## config.mk

```make
export PLATFORM = sky130hd
export DESIGN_NAME = i2c_stop_seq
export DESIGN_NICKNAME = d
export VERILOG_FILES = /design/src/rtl/i2c_stop_pkg.sv /design/src/rtl/i2c_stop_sync.sv /design/src/rtl/i2c_stop_brg.sv /design/src/rtl/i2c_stop_fsm.sv /design/src/rtl/i2c_stop_seq.sv
export SDC_FILE = /design/constraint.sdc
export NUM_CORES = 1
export LEC_CHECK = 0
export CORE_MARGIN = 5
export CORE_UTILIZATION = 25
export CTS_CLUSTER_DIAMETER = 120
export CTS_CLUSTER_SIZE = 8
export DETAILED_ROUTE_END_ITERATION = 12
export GPL_TIMING_DRIVEN = 0
export PLACE_DENSITY = 0.5
export SLEW_MARGIN = 20
export SYNTH_ARGS = -nofsm -noshare
export SYNTH_HDL_FRONTEND = slang
export SYNTH_SLANG_ARGS = --single-unit
```

## constraint.sdc

```tcl
create_clock -name clk -period 1.84 [get_ports clk]
set_input_delay 0.276 -clock clk [delete_from_list [all_inputs] [get_ports clk]]
set_output_delay 0.276 -clock clk [all_outputs]
set_load 0.1 [all_outputs]
```

## src/rtl/i2c_stop_pkg.sv

```systemverilog
package i2c_stop_pkg;
  typedef enum logic [2:0] {
    ST_IDLE,
    ST_SDA_LOW,
    ST_SCL_REL,
    ST_HOLD,
    ST_VERIFY
  } stop_state_e;
endpackage

```

## src/rtl/i2c_stop_sync.sv

```systemverilog
module i2c_stop_sync #(
  parameter int STAGES = 2,
  parameter int LINES  = 2
) (
  input  logic             clk,
  input  logic             rst_n,
  input  logic [LINES-1:0] raw,
  output logic [LINES-1:0] synced
);
  for (genvar g = 0; g < LINES; g++) begin : g_line
    logic [STAGES-1:0] chain;
    always_ff @(posedge clk or negedge rst_n) begin
      if (!rst_n) chain <= '1;
      else        chain <= {chain[STAGES-2:0], raw[g]};
    end
    assign synced[g] = chain[STAGES-1];
  end
endmodule

```

## src/rtl/i2c_stop_brg.sv

```systemverilog
module i2c_stop_brg #(
  parameter int CW = 8
) (
  input  logic          clk,
  input  logic          rst_n,
  input  logic          load,
  input  logic [CW-1:0] load_val,
  output logic          tick
);
  logic [CW-1:0] cnt;

  always_ff @(posedge clk or negedge rst_n) begin
    if (!rst_n)          cnt <= '0;
    else if (load)       cnt <= load_val;
    else if (cnt != '0)  cnt <= cnt - 1'b1;
  end

  assign tick = (cnt == CW'(1));

  AST_PERIOD_NONZERO: assert property (@(posedge clk) disable iff (!rst_n)
    load |=> cnt != '0);
endmodule

```

## src/rtl/i2c_stop_fsm.sv

```systemverilog
module i2c_stop_fsm
  import i2c_stop_pkg::*;
(
  input  logic clk,
  input  logic rst_n,
  input  logic stop_req,
  input  logic coll_clr,
  input  logic sda_s,
  input  logic scl_s,
  input  logic tick,
  output logic load,
  output logic load_long,
  output logic sda_dl,
  output logic scl_dl,
  output logic coll_flag,
  output logic done
);
  stop_state_e state_q, state_d;
  logic sda_d, scl_d, coll_set, fin;

  always_comb begin
    state_d   = state_q;
    sda_d     = sda_dl;
    scl_d     = scl_dl;
    load      = 1'b0;
    load_long = 1'b0;
    coll_set  = 1'b0;
    fin       = 1'b0;
    unique case (state_q)
      ST_IDLE: if (stop_req) begin
        state_d = ST_SDA_LOW;
        sda_d   = 1'b1;
        scl_d   = 1'b1;
      end
      ST_SDA_LOW: if (!sda_s) begin
        state_d = ST_SCL_REL;
        scl_d   = 1'b0;
      end
      ST_SCL_REL: if (scl_s) begin
        state_d = ST_HOLD;
        load    = 1'b1;
      end
      ST_HOLD: begin
        if (!scl_s) coll_set = 1'b1;
        else if (tick) begin
          state_d   = ST_VERIFY;
          sda_d     = 1'b0;
          load      = 1'b1;
          load_long = 1'b1;
        end
      end
      ST_VERIFY: begin
        if (!scl_s) coll_set = 1'b1;
        else if (tick) begin
          if (sda_s) fin = 1'b1;
          else       coll_set = 1'b1;
        end
      end
      default: state_d = ST_IDLE;
    endcase
    if (coll_set || fin) begin
      state_d = ST_IDLE;
      sda_d   = 1'b0;
      scl_d   = 1'b0;
    end
  end

  always_ff @(posedge clk or negedge rst_n) begin
    if (!rst_n) begin
      state_q   <= ST_IDLE;
      sda_dl    <= 1'b0;
      scl_dl    <= 1'b0;
      coll_flag <= 1'b0;
      done      <= 1'b0;
    end else begin
      state_q <= state_d;
      sda_dl  <= sda_d;
      scl_dl  <= scl_d;
      done    <= fin;
      if (coll_set)      coll_flag <= 1'b1;
      else if (coll_clr) coll_flag <= 1'b0;
    end
  end

  AST_SCL_AFTER_SDA: assert property (@(posedge clk) disable iff (!rst_n)
    ($fell(scl_dl) && !$rose(coll_flag)) |-> !$past(sda_s));
  AST_DONE_ONE_CYCLE: assert property (@(posedge clk) disable iff (!rst_n)
    done |=> !done);
  AST_COLL_RELEASES: assert property (@(posedge clk) disable iff (!rst_n)
    $rose(coll_flag) |-> (!sda_dl && !scl_dl && !done));
  AST_FLAG_STICKY: assert property (@(posedge clk) disable iff (!rst_n)
    (coll_flag && !coll_clr) |=> coll_flag);
  AST_BUSY_IGNORE: assert property (@(posedge clk) disable iff (!rst_n)
    (state_q == ST_HOLD && stop_req && scl_s && !tick) |=> state_q == ST_HOLD);
endmodule

```

## src/rtl/i2c_stop_seq.sv

```systemverilog
module i2c_stop_seq #(
  parameter int RELOAD_W    = 7,
  parameter int SYNC_STAGES = 2
) (
  input  logic                clk,
  input  logic                rst_n,
  input  logic                stop_req,
  input  logic [RELOAD_W-1:0] reload,
  input  logic                coll_clr,
  input  logic                sda_in,
  input  logic                scl_in,
  output logic                sda_drive_low,
  output logic                scl_drive_low,
  output logic                coll_flag,
  output logic                stop_done
);
  localparam int CW = RELOAD_W + 2;

  logic [1:0]    synced;
  logic          load, load_long, tick;
  logic [CW-1:0] period, load_val;

  i2c_stop_sync #(.STAGES(SYNC_STAGES), .LINES(2)) u_sync (
    .clk(clk), .rst_n(rst_n), .raw({scl_in, sda_in}), .synced(synced)
  );

  assign period   = (reload == '0) ? CW'(1) : CW'(reload);
  assign load_val = load_long ? period + CW'(SYNC_STAGES) : period;

  i2c_stop_brg #(.CW(CW)) u_brg (
    .clk(clk), .rst_n(rst_n), .load(load), .load_val(load_val), .tick(tick)
  );

  i2c_stop_fsm u_fsm (
    .clk(clk), .rst_n(rst_n), .stop_req(stop_req), .coll_clr(coll_clr),
    .sda_s(synced[0]), .scl_s(synced[1]), .tick(tick),
    .load(load), .load_long(load_long),
    .sda_dl(sda_drive_low), .scl_dl(scl_drive_low),
    .coll_flag(coll_flag), .done(stop_done)
  );
endmodule

```

==> metrics.md, run 1 <==
| Metric | Value |
|---|---|
| Routed WL | 3.082 mm |
| WS Path Type | flop to flop |
| Status | finished with violations |
| Syn_area_per_cell | approximately 9.7 µm² |
| Family with the most delay on the worst path | simple AND/OR/NAND/NOR gates |
| Via density | around 5.0 |
| Die Y | between 80 and 90 µm |
| Antenna cells | 0 |
| Core area | 4786 µm² |
| Instance count of the mapped netlist | 130 |
| # nets final | 171 |
| GRT Util Overall | roughly 10% |
| Max Cap Viol | 0 |
| # IOs | 17 |
| Critical path endpoint category | flop |
| Share of total power in combinational logic | around 56% |
| P_sw | 1.090 mW |
| Largest net degree at the start of global routing | 21 |
| Initial core utilization | between 20% and 30% |
| Crit path DAT | 2.18 ns |
| Seq pwr share | between 30% and 40% |
| RSZ-0062 raised after global routing | true |
| Routed wire per std cell | ~14 µm |
| Crit-path max FO | 7 |
| CP max stage delay | approximately 0.54 ns |
| Seq/Total Area, Yosys | between 40% and 50% |
| Fin crit share | 108.4% |
| TritonCTS clock tree | yes |
| Wire length on met1 | 1.311 mm |
| I/O Buffers | 16 |
| Critical Path, Cell by Cell | inv_2 > ha_1 > or4b_4 > or2_1 > buf_6 > a221o_1 > o211ai_2 |
| Post-DP HPWL | approximately 2.3 mm |
| R2R Setup Slk | -0.16 ns |
| FF-to-FF path depth | 7 |
| Worst setup SP type | flop |
| Final Util | between 30% and 40% |
| Worst-skew pair later-pin latency | 0.25 ns |
| Clock transition at path regs | approximately 0.070 ns |
| PwrDens | around 1400 nW/µm² |
| CTS root buffer | clkbuf_8 |
| Relative slew slack | ~36% |
| Mapped Area | between 1000 and 1500 µm² |
| Net Sw Frac | roughly 47% |
| Area grow syn2layout | 30.61% |
| Crit path time final | 1.995 ns |
| R2r startpoint | u_brg.cnt[1]$_DFFE_PN0P_ |
| Slowest-stage cell, CP | or4b_4 |
| Clock Sinks | 20 |
| Commonest non-fill, non-tap cells in the layout | dfrtp_1 (13), clkdlybuf4s50_1 (12), nor2_1 (8), nand2_1 (8), a21oi_1 (7) |
| CTS Buf Count | 3 |
| Reg2reg end | u_brg.cnt[6]$_DFFE_PN0P_ |
| Max Buffers Root-to-Sink | 2 |
| First-pass GRT wire length | between 5 and 6 mm |
| Worst EP required | about 2 ns |
| First-pass iteration count of the detailed router | 4 |
| Internal | approximately 1.2 mW |
| Tightest Hold Check Type | flop to flop |
| Die area | between 6000 and 7000 µm² |
| Initial antenna violation count | 0 |
| Failing checks | negative setup slack |
| Post-synth net total | 146 |
| Ys flop type | dfrtp_1 |
| Vias in the first global route | ~1,200 |
| Setup slack after layout | -0.1552 ns |
| Fraction of final layout cells sized beyond drive strength 1 | about a quarter |
| Worst path depth | 7 |
| Leakage power | around 0.64 nW |
| Netlist cell types | 48 |
| Rows | 25 |
| EDFF count, synth | 0 |
| Area fraction of the dominant cell type after synthesis | roughly a third |
| Met2 wire len | between 1.5 and 2 mm |
| Met3 Wirelength | 53 µm |
| Worst Clk Skew | 0.004107 ns |
| CP Launch Point | u_brg.cnt[1]$_DFFE_PN0P_ |
| DR iter-0 viols | 37 |
| Register bit total from synthesis | 20 |
| Final setup vio count | 12 |
| Clock Power Share | 12.3% |
| Fmax | 0.5012 GHz |
| Tightest Pin Transition | 0.9612 ns |
| Depth of the CTS H-tree | 1 |
| Synth warn | 0 |
| Worst path bufs/invs | 2 |
| Vias | between 1,000 and 1,500 |
| Top layer in use | met4 |
| GRT overflow | 0 |
| Top cells by area, synth | dfrtp_1 (32%), dfstp_2 (8.4%), xnor2_1 (3.5%) |
| Max Slew Vio Count | 0 |
| Remaining antenna violation count | 0 |
| Area leader, netlist | dfrtp_1 |
| Share of flip-flops with an asynchronous set or reset | 100.0% |
| Pre-CTS setup slack | -0.2658 ns |
| Fin. Hold Viols | 0 |
| Most common cell after layout, fill and taps aside | dfrtp_1 |
| Final Wtd Congestion | around 0.8 |
| DRC viols | 0 |
| Crit path to | u_brg.cnt[6]$_DFFE_PN0P_ |
| Die Wd | around 81 µm |
| Peak supply drop | between 0.0006 and 0.0007 V |
routing by layer:
layer  up-vias  GRT usage, %
li1        536             -
met1       545         11.53
met3         4         1.552
met4         0         3.716
met5         -             0
met2        15         19.21
final cells by class:
class                   instances  area, µm²
inverters                       6      22.52
fillers                       501       3147
repair buffers                 22      201.4
multi-input cells              96      749.5
flip-flops and latches         20      509.2
clock buffers                   3      41.29
well taps                      67      83.83
plain buffers                   6      31.28
cell usage after synthesis, drive strengths merged, types with 2 or more instances:
cell type,instances
nand2,9
nand3,2
a221oi,4
a211oi,3
nor3b,2
or3,2
buf,3
a21oi,9
o21ai,5
nor4,6
ha,3
mux2i,4
or4,2
dfrtp,16
nor3,6
clkbuf,5
xnor2,5
inv,6
nor2,8
nand3b,2
a21bo,2
nand4,2
dfstp,4
o31ai,2
what timing repair did:
item                                    4_1_cts  5_1_grt
resized for setup                            16        9
endpoints found under the hold margin         0        0
hold buffers                                  0        0
pin swaps                                    10        2
endpoints found under the setup margin       19       17
buffers inserted                              3        3
power by group through the flow:
stage               sequential, mW  combinational (mW)  clock, mW
floorplan                    0.949               0.703          0
global placement             0.753                1.18          0
detailed placement           0.761                1.20          0
CTS                          0.756                1.25      0.295
global route                 0.777                1.40      0.315
finish                       0.748                1.29      0.284
state kept, by name, indices dropped and copies added (netlist names):
signal and flops:
u_sync.g_line.chain 4, u_fsm.state_q 3, u_brg.cnt 9, u_fsm.done 1
u_fsm.scl_dl 1, u_fsm.coll_flag 1, u_fsm.sda_dl 1
worst reg2reg max path, cell delays in order (launching register included):
cell,delay [ns]
dfrtp_1,0.40
inv_2,0.07
ha_1,0.13
or4b_4,0.54
or2_1,0.25
buf_6,0.14
a221o_1,0.32
o211ai_2,0.07
how the worst min path moves through the flow:
stage	slack, ns	depth (start not counted)	start	to
CTS	0.36	0	u_sync.g_line[1].chain[0]$_DFF_PN1_	u_sync.g_line[1].chain[1]$_DFF_PN1_
global placement	0.35	0	u_sync.g_line[1].chain[0]$_DFF_PN1_	u_sync.g_line[1].chain[1]$_DFF_PN1_
global route	0.36	0	u_sync.g_line[1].chain[0]$_DFF_PN1_	u_sync.g_line[1].chain[1]$_DFF_PN1_
detailed placement	0.35	0	u_sync.g_line[1].chain[0]$_DFF_PN1_	u_sync.g_line[1].chain[1]$_DFF_PN1_
floorplan	-0.02	0	rst_n	u_brg.cnt[0]$_DFFE_PN0P_
finish	0.36	0	u_sync.g_line[1].chain[0]$_DFF_PN1_	u_sync.g_line[1].chain[1]$_DFF_PN1_
kinds of logic (layout without fill, tap and decap cells):
| logic type | Yosys count | count (layout) | share of synthesized area (%) |
|---|---|---|---|
| AND/OR/NAND/NOR | 49 | 49 | 23.93 |
| AO/OA/AOI/OAI | 34 | 34 | 19.94 |
| flip-flops | 20 | 20 | 40.28 |
| buffers and inverters | 14 | 37 | 5.483 |
| XOR/XNOR | 6 | 6 | 4.187 |
| multiplexers | 4 | 4 | 3.191 |
| adder cells (fa/ha/maj) | 3 | 3 | 2.991 |
through the flow:
| step | hold WS (ns) | power [mW] | cells | TNS (ns) | instance area [µm²] |
|---|---|---|---|---|---|
| floorplan | -0.01959 | 1.652 | 130 | -0.4524 | 1261 |
| global placement | 0.3464 | 1.936 | 213 | -2.528 | 1505 |
| detailed placement | 0.3475 | 1.961 | 213 | -2.036 | 1505 |
| CTS | 0.3584 | 2.297 | 218 | -1.289 | 1609 |
| global route | 0.3627 | 2.487 | 220 | -2.154 | 1639 |
| finish | 0.3573 | 2.318 | 220 | -1.107 | 1639 |
No activity file was read; power rests on OpenSTA's default activity.
==> inputs of run 2 (changes only) <==
GPL_TIMING_DRIVEN = unset   (was 0)
HOLD_SLACK_MARGIN = 0.06   (was unset)
==> metrics.md, run 2 (same netlist as run 1, synthesis figures left out) <==
| Metric | Value |
|---|---|
| Worst path bufs/invs | 3 |
| GRT overflow | 0 |
| Slowest-stage cell, CP | or4b_4 |
| Max Cap Viol | 0 |
| First-pass iteration count of the detailed router | 4 |
| Fraction of final layout cells sized beyond drive strength 1 | about two fifths |
| Crit path DAT | 2.08 ns |
| Worst Clk Skew | about 0.0023 ns |
| DR iter-0 viols | 19 |
| Clock transition at path regs | 0.07 ns |
| Area grow syn2layout | 48.45% |
| Routed WL | about 3.2 mm |
| Largest net degree at the start of global routing | 21 |
| DRC viols | 0 |
| Fin crit share | 103.3% |
| Worst EP required | roughly 2 ns |
| # nets final | roughly 190 |
| Fmax | ~0.53 GHz |
| Antenna cells | 0 |
| Die area | between 6000 and 7000 µm² |
| Die Wd | just over 80 µm |
| Setup TNS | -0.2060 ns |
| Die Y | 80.85 µm |
| Remaining antenna violation count | 0 |
| Max Slew Vio Count | 0 |
| Max Buffers Root-to-Sink | 2 |
| Relative slew slack | 64.03% |
| WS Path Type | flop to flop |
| PwrDens | around 1500 nW/µm² |
| Rows | 25 |
| Post-placement cell count | 230 |
| Via density | ~4.8 |
| Tightest Pin Transition | ~0.54 ns |
| Critical path endpoint category | flop |
| I/O Buffers | 16 |
| Final setup vio count | 5 |
| GRT Util Overall | about 11% |
| Routed wire per std cell | approximately 14 µm |
| Final Wtd Congestion | around 0.8 |
| Core area | between 4000 and 5000 µm² |
| Initial antenna violation count | 0 |
| Failing checks | negative setup slack |
| Largest regs | u_brg.cnt (9), u_sync.g_line.chain (4), u_fsm.state_q (3) |
| Area of the multi-input gates | 817.0 µm² |
| Commonest non-fill, non-tap cells in the layout | buf_4 (28), dfrtp_1 (16), clkdlybuf4s50_1 (12), nor2_1 (8), nand2_1 (8) |
| Depth of the CTS H-tree | 1 |
| # IOs | 17 |
| Crit path time final | roughly 1.9 ns |
| Non-Filler Instances | roughly 240 |
| Initial core utilization | 26.22% |
| Family with the most delay on the worst path | simple AND/OR/NAND/NOR gates |
| Clock Sinks | 20 |
| Layout fillers | 490 |
| CTS Buf Count | 3 |
| Most common cell after layout, fill and taps aside | buf_4 |
| CP max stage delay | 0.48 ns |
| First-pass GRT wire length | 5.609 mm |
| Most flop-heavy register | u_brg.cnt |
| Placed cell areas | between 1500 and 2000 µm² |
| Design area | roughly 1900 µm² |
| Vias in the first global route | 1,249 |
| Worst setup SP type | flop |
| Crit-path max FO | 6 |
| Post-DP HPWL | between 2 and 2.5 mm |
| FF/Latch Area | between 500 and 600 µm² |
| Critical Path, Cell by Cell | inv_2 > ha_4 > or4b_4 > buf_8 > o21ai_4 > buf_6 > a22oi_1 > nor3_1 |
| RSZ-0062 raised after global routing | true |
| Worst-skew pair later-pin latency | 0.25 ns |
| Largest register FFs | 9 |
| Status | finished with violations |
| Peak supply drop | 0.0006859 V |
| Leakage power | between 0.7 and 0.8 nW |
| Vias | between 1,000 and 1,500 |
| Setup slack after layout | -0.06121 ns |
| Fin. Hold Viols | 0 |
| TritonCTS clock tree | yes |
| Tightest Hold Check Type | input pin to asynchronous set/reset pin |
| CTS root buffer | clkbuf_8 |
[run 2: path summary, 6_finish.rpt]
| kind | from | to | depth (start not counted) | slack [ns] |
|---|---|---|---|---|
| setup / recovery | u_brg.cnt[1]$_DFFE_PN0P_ | u_brg.cnt[1]$_DFFE_PN0P_ | 8 | -0.06 |
| hold / removal | rst_n | u_fsm.scl_dl$_DFFE_PN0P_ | 2 | 0.35 |
| setup reg to reg | u_brg.cnt[1]$_DFFE_PN0P_ | u_brg.cnt[1]$_DFFE_PN0P_ | 8 | -0.06 |
| hold reg to reg | u_sync.g_line[1].chain[0]$_DFF_PN1_ | u_sync.g_line[1].chain[1]$_DFF_PN1_ | 0 | 0.36 |
| max in group asynchronous | rst_n | u_sync.g_line[0].chain[1]$_DFF_PN1_ | 2 | 1.23 |
| min in group clk | u_sync.g_line[1].chain[0]$_DFF_PN1_ | u_sync.g_line[1].chain[1]$_DFF_PN1_ | 0 | 0.36 |
[run 2: timing repair]
action,in CTS,in global routing
hold buffers,0,0
gates resized for setup,16,16
endpoints found under the setup margin,14,15
setup buffers,1,2
pin swaps,7,14
[run 2: final cells by class]
type / instances / area share, %
Clock buffer: 4 / 2.955
Sequential cell: 20 / 27.13
Timing Repair Buffer: 44 / 20.35
Tap cell: 67 / 4.500
Inverter: 6 / 1.209
Multi-Input combinational cell: 96 / 43.85
[run 2: metrics by stage]
step                utilization (%)  hold WS [ns]  setup slack (ns)  power (mW)
finish                        38.93        0.3485          -0.06121       2.725
global route                  38.93        0.3658           -0.1448       2.936
CTS                           37.02        0.3522          -0.05877       2.603
detailed placement            34.07        0.3468           -0.1319       2.148
global placement              34.07        0.3463           -0.1019       2.135
floorplan                         -      -0.01959           -0.1043       1.652
[run 2: routing by layer]
layer / part of all wire, % / vias to the layer above / wire [µm] / GRT usage [%]
li1: - / 567 / - / -
met1: 41 / 549 / 1330 / 12.42
met2: 54 / 18 / 1733 / 19.87
met3: 3.3 / 6 / 107 / 2.106
met4: 1.8 / 0 / 57 / 5.236
met5: 0 / - / 0 / 0
[run 2: where the power goes]
| part | total, mW | switching (mW) | leakage [nW] | internal (mW) |
|---|---|---|---|---|
| Sequential | 0.738 | 0.147 | 0.241 | 0.591 |
| Clock | 0.331 | 0.141 | 0.0288 | 0.190 |
| Combinational | 1.66 | 0.930 | 0.501 | 0.727 |
| Total | 2.73 | 1.22 | 0.771 | 1.51 |
==> inputs of run 3 (changes only) <==
CORE_MARGIN = 3   (was 5)
clock period = 1.7 ns   (was 1.84 ns; I/O delays follow)
==> metrics.md, run 3 (same netlist as run 1, synthesis figures left out) <==
| Metric | Value |
|---|---|
| Initial antenna violation count | 0 |
| Peak supply drop | about 0.0011 V |
| CTS Buf Count | 3 |
| Reg2reg end | u_brg.cnt[6]$_DFFE_PN0P_ |
| Routed WL | roughly 3.5 mm |
| Post-DP HPWL | ~2.6 mm |
| Core area | between 4000 and 5000 µm² |
| Area of the multi-input gates | a little over 800 µm² |
| Fin Hold WS | around 0.32 ns |
| Vias | 1,179 |
| PwrDens | 1601 nW/µm² |
| FF/Latch Area | about 510 µm² |
| WS Path Type | flop to flop |
| Die Y | between 70 and 80 µm |
| Critical path endpoint category | flop |
| # nets final | roughly 190 |
| Slowest-stage cell, CP | or4b_4 |
| Largest register FFs | 9 |
| Met3 Use GR | 1.643% |
| Worst EP required | 1.84 ns |
| Max Slew Vio Count | 0 |
| Relative slew slack | about three fifths |
| Worst setup SP type | flop |
| FF-to-FF path depth | 7 |
| DR iter-0 viols | 28 |
| Routed wire per std cell | around 14 µm |
| Pre-CTS setup slack | -0.2986 ns |
| Fmax | between 0.5 and 0.6 GHz |
| Most flop-heavy register | u_brg.cnt |
| GRT overflow | 0 |
| Fin. Hold Viols | 0 |
| Commonest non-fill, non-tap cells in the layout | buf_4 (31), dfrtp_1 (16), clkdlybuf4s50_1 (12), nor2_1 (8), nand2_1 (8) |
| R2R Setup Slk | -0.29 ns |
| # IOs | 17 |
| Fraction of final layout cells sized beyond drive strength 1 | between 40 and 50% |
| Final Wtd Congestion | roughly 0.74 |
| TritonCTS clock tree | yes |
| Largest net degree at the start of global routing | 21 |
| I/O Buffers | 16 |
| Setup slack after layout | -0.2923 ns |
| Failing checks | negative setup slack |
| CTS root buffer | clkbuf_8 |
| Die Wd | roughly 77 µm |
| Crit path time final | about 2 ns |
| Met1 Use GR | between 10% and 20% |
| Status | finished with violations |
| First-pass iteration count of the detailed router | 4 |
| Max Buffers Root-to-Sink | 2 |
| Remaining antenna violation count | 0 |
| Global routing's busiest layer | met2 |
| Vias in the first global route | around 1,200 |
| Initial core utilization | 26.22% |
| Hold_buf cts | 0 |
| Design area | 1947 µm² |
| Depth of the CTS H-tree | 1 |
| Die area | a little under 6000 µm² |
| Crit path DAT | between 2 and 2.5 ns |
| DRC viols | 0 |
| Placed cell areas | between 1500 and 2000 µm² |
| Clock transition at path regs | about 0.08 ns |
| Final setup vio count | 15 |
| R2r startpoint | u_brg.cnt[1]$_DFFE_PN0P_ |
| Critical Path, Cell by Cell | inv_2 > ha_4 > or4b_4 > buf_8 > nor4_4 > a221o_1 > o211ai_2 |
| Rows | 25 |
| Tightest Pin Transition | just under 0.6 ns |
| Crit-path max FO | 6 |
| Leakage power | around 0.81 nW |
| Worst-skew pair later-pin latency | 0.26 ns |
| Most common cell after layout, fill and taps aside | buf_4 |
| Antenna cells | 0 |
| Setup TNS | -2.704 ns |
| First-pass GRT wire length | about 5.6 mm |
| Largest regs | u_brg.cnt (9), u_sync.g_line.chain (4), u_fsm.state_q (3) |
| GR Layer Usage met2 | 22.30% |
| Tightest Hold Check Type | input pin to asynchronous set/reset pin |
| Worst Clk Skew | 0.007672 ns |
| Max Cap Viol | 0 |
| CP max stage delay | around 0.48 ns |
| Via density | between 4 and 5 |
| GRT Util Overall | a little under an eighth |
| Layout fillers | around 480 |
| RSZ-0062 raised after global routing | true |
| Area grow syn2layout | 55.13% |
| Clock Sinks | 20 |
| Fin crit share | 117.2% |
-- run 3: critical path: cells and delay by family, from the launching register on --
family                     cells  cell delay [ns]
buffers and inverters          2             0.25
DFF                            1             0.39
and+or+nand+nor                2             0.82
AOI/OAI and AO/OA              2             0.28
adders and majority gates      1             0.12
-- run 3: final cells by class --
class                      count  area share [%]
multi-input combinational     96           41.58
sequential                    20           25.96
timing repair buffer          50           24.16
tap                           67           4.306
clock buffer                   4           2.828
inverter                       6           1.157
-- run 3: power by group --
group / total (mW) / switching [mW] / internal [mW]
Combinational: 1.92 / 1.03 / 0.898
Sequential: 0.825 / 0.185 / 0.640
Clock: 0.368 / 0.162 / 0.206
Total: 3.12 / 1.37 / 1.74
-- run 3: metrics by stage --
step / instances / power, mW / utilization, %
after floorplan: 130 / 1.788 / -
after global placement: 237 / 2.505 / 36.21
after detailed placement: 237 / 2.535 / 36.21
after CTS: 241 / 2.947 / 37.91
after global routing: 243 / 3.314 / 40.68
final: 243 / 3.117 / 40.68
-- run 3: per-layer routing --
layer	up-vias	share of wire, %
li1	578	-
met1	581	42
met2	16	54
met3	4	2.4
met4	0	1.2
met5	-	0
-- run 3: how the worst max path moves through the flow --
stage                        startpoint                       end  slack (ns)  depth (start not counted)
6_report       u_brg.cnt[1]$_DFFE_PN0P_  u_brg.cnt[6]$_DFFE_PN0P_       -0.29                          7
5_1_grt        u_brg.cnt[1]$_DFFE_PN0P_  u_brg.cnt[6]$_DFFE_PN0P_       -0.33                          7
4_1_cts        u_brg.cnt[1]$_DFFE_PN0P_  u_brg.cnt[7]$_DFFE_PN0P_       -0.27                          7
3_5_place_dp   u_brg.cnt[1]$_DFFE_PN0P_  u_brg.cnt[2]$_DFFE_PN0P_       -0.30                          7
3_3_place_gp   u_brg.cnt[1]$_DFFE_PN0P_  u_brg.cnt[6]$_DFFE_PN0P_       -0.24                          7
2_1_floorplan  u_brg.cnt[1]$_DFFE_PN0P_  u_brg.cnt[6]$_DFFE_PN0P_       -0.24                          8
-- run 3: timing repair --
item	4_1_cts	5_1_grt
endpoints found under the setup margin	16	16
gates resized for setup	6	25
setup buffers	0	2
pin swaps	4	13
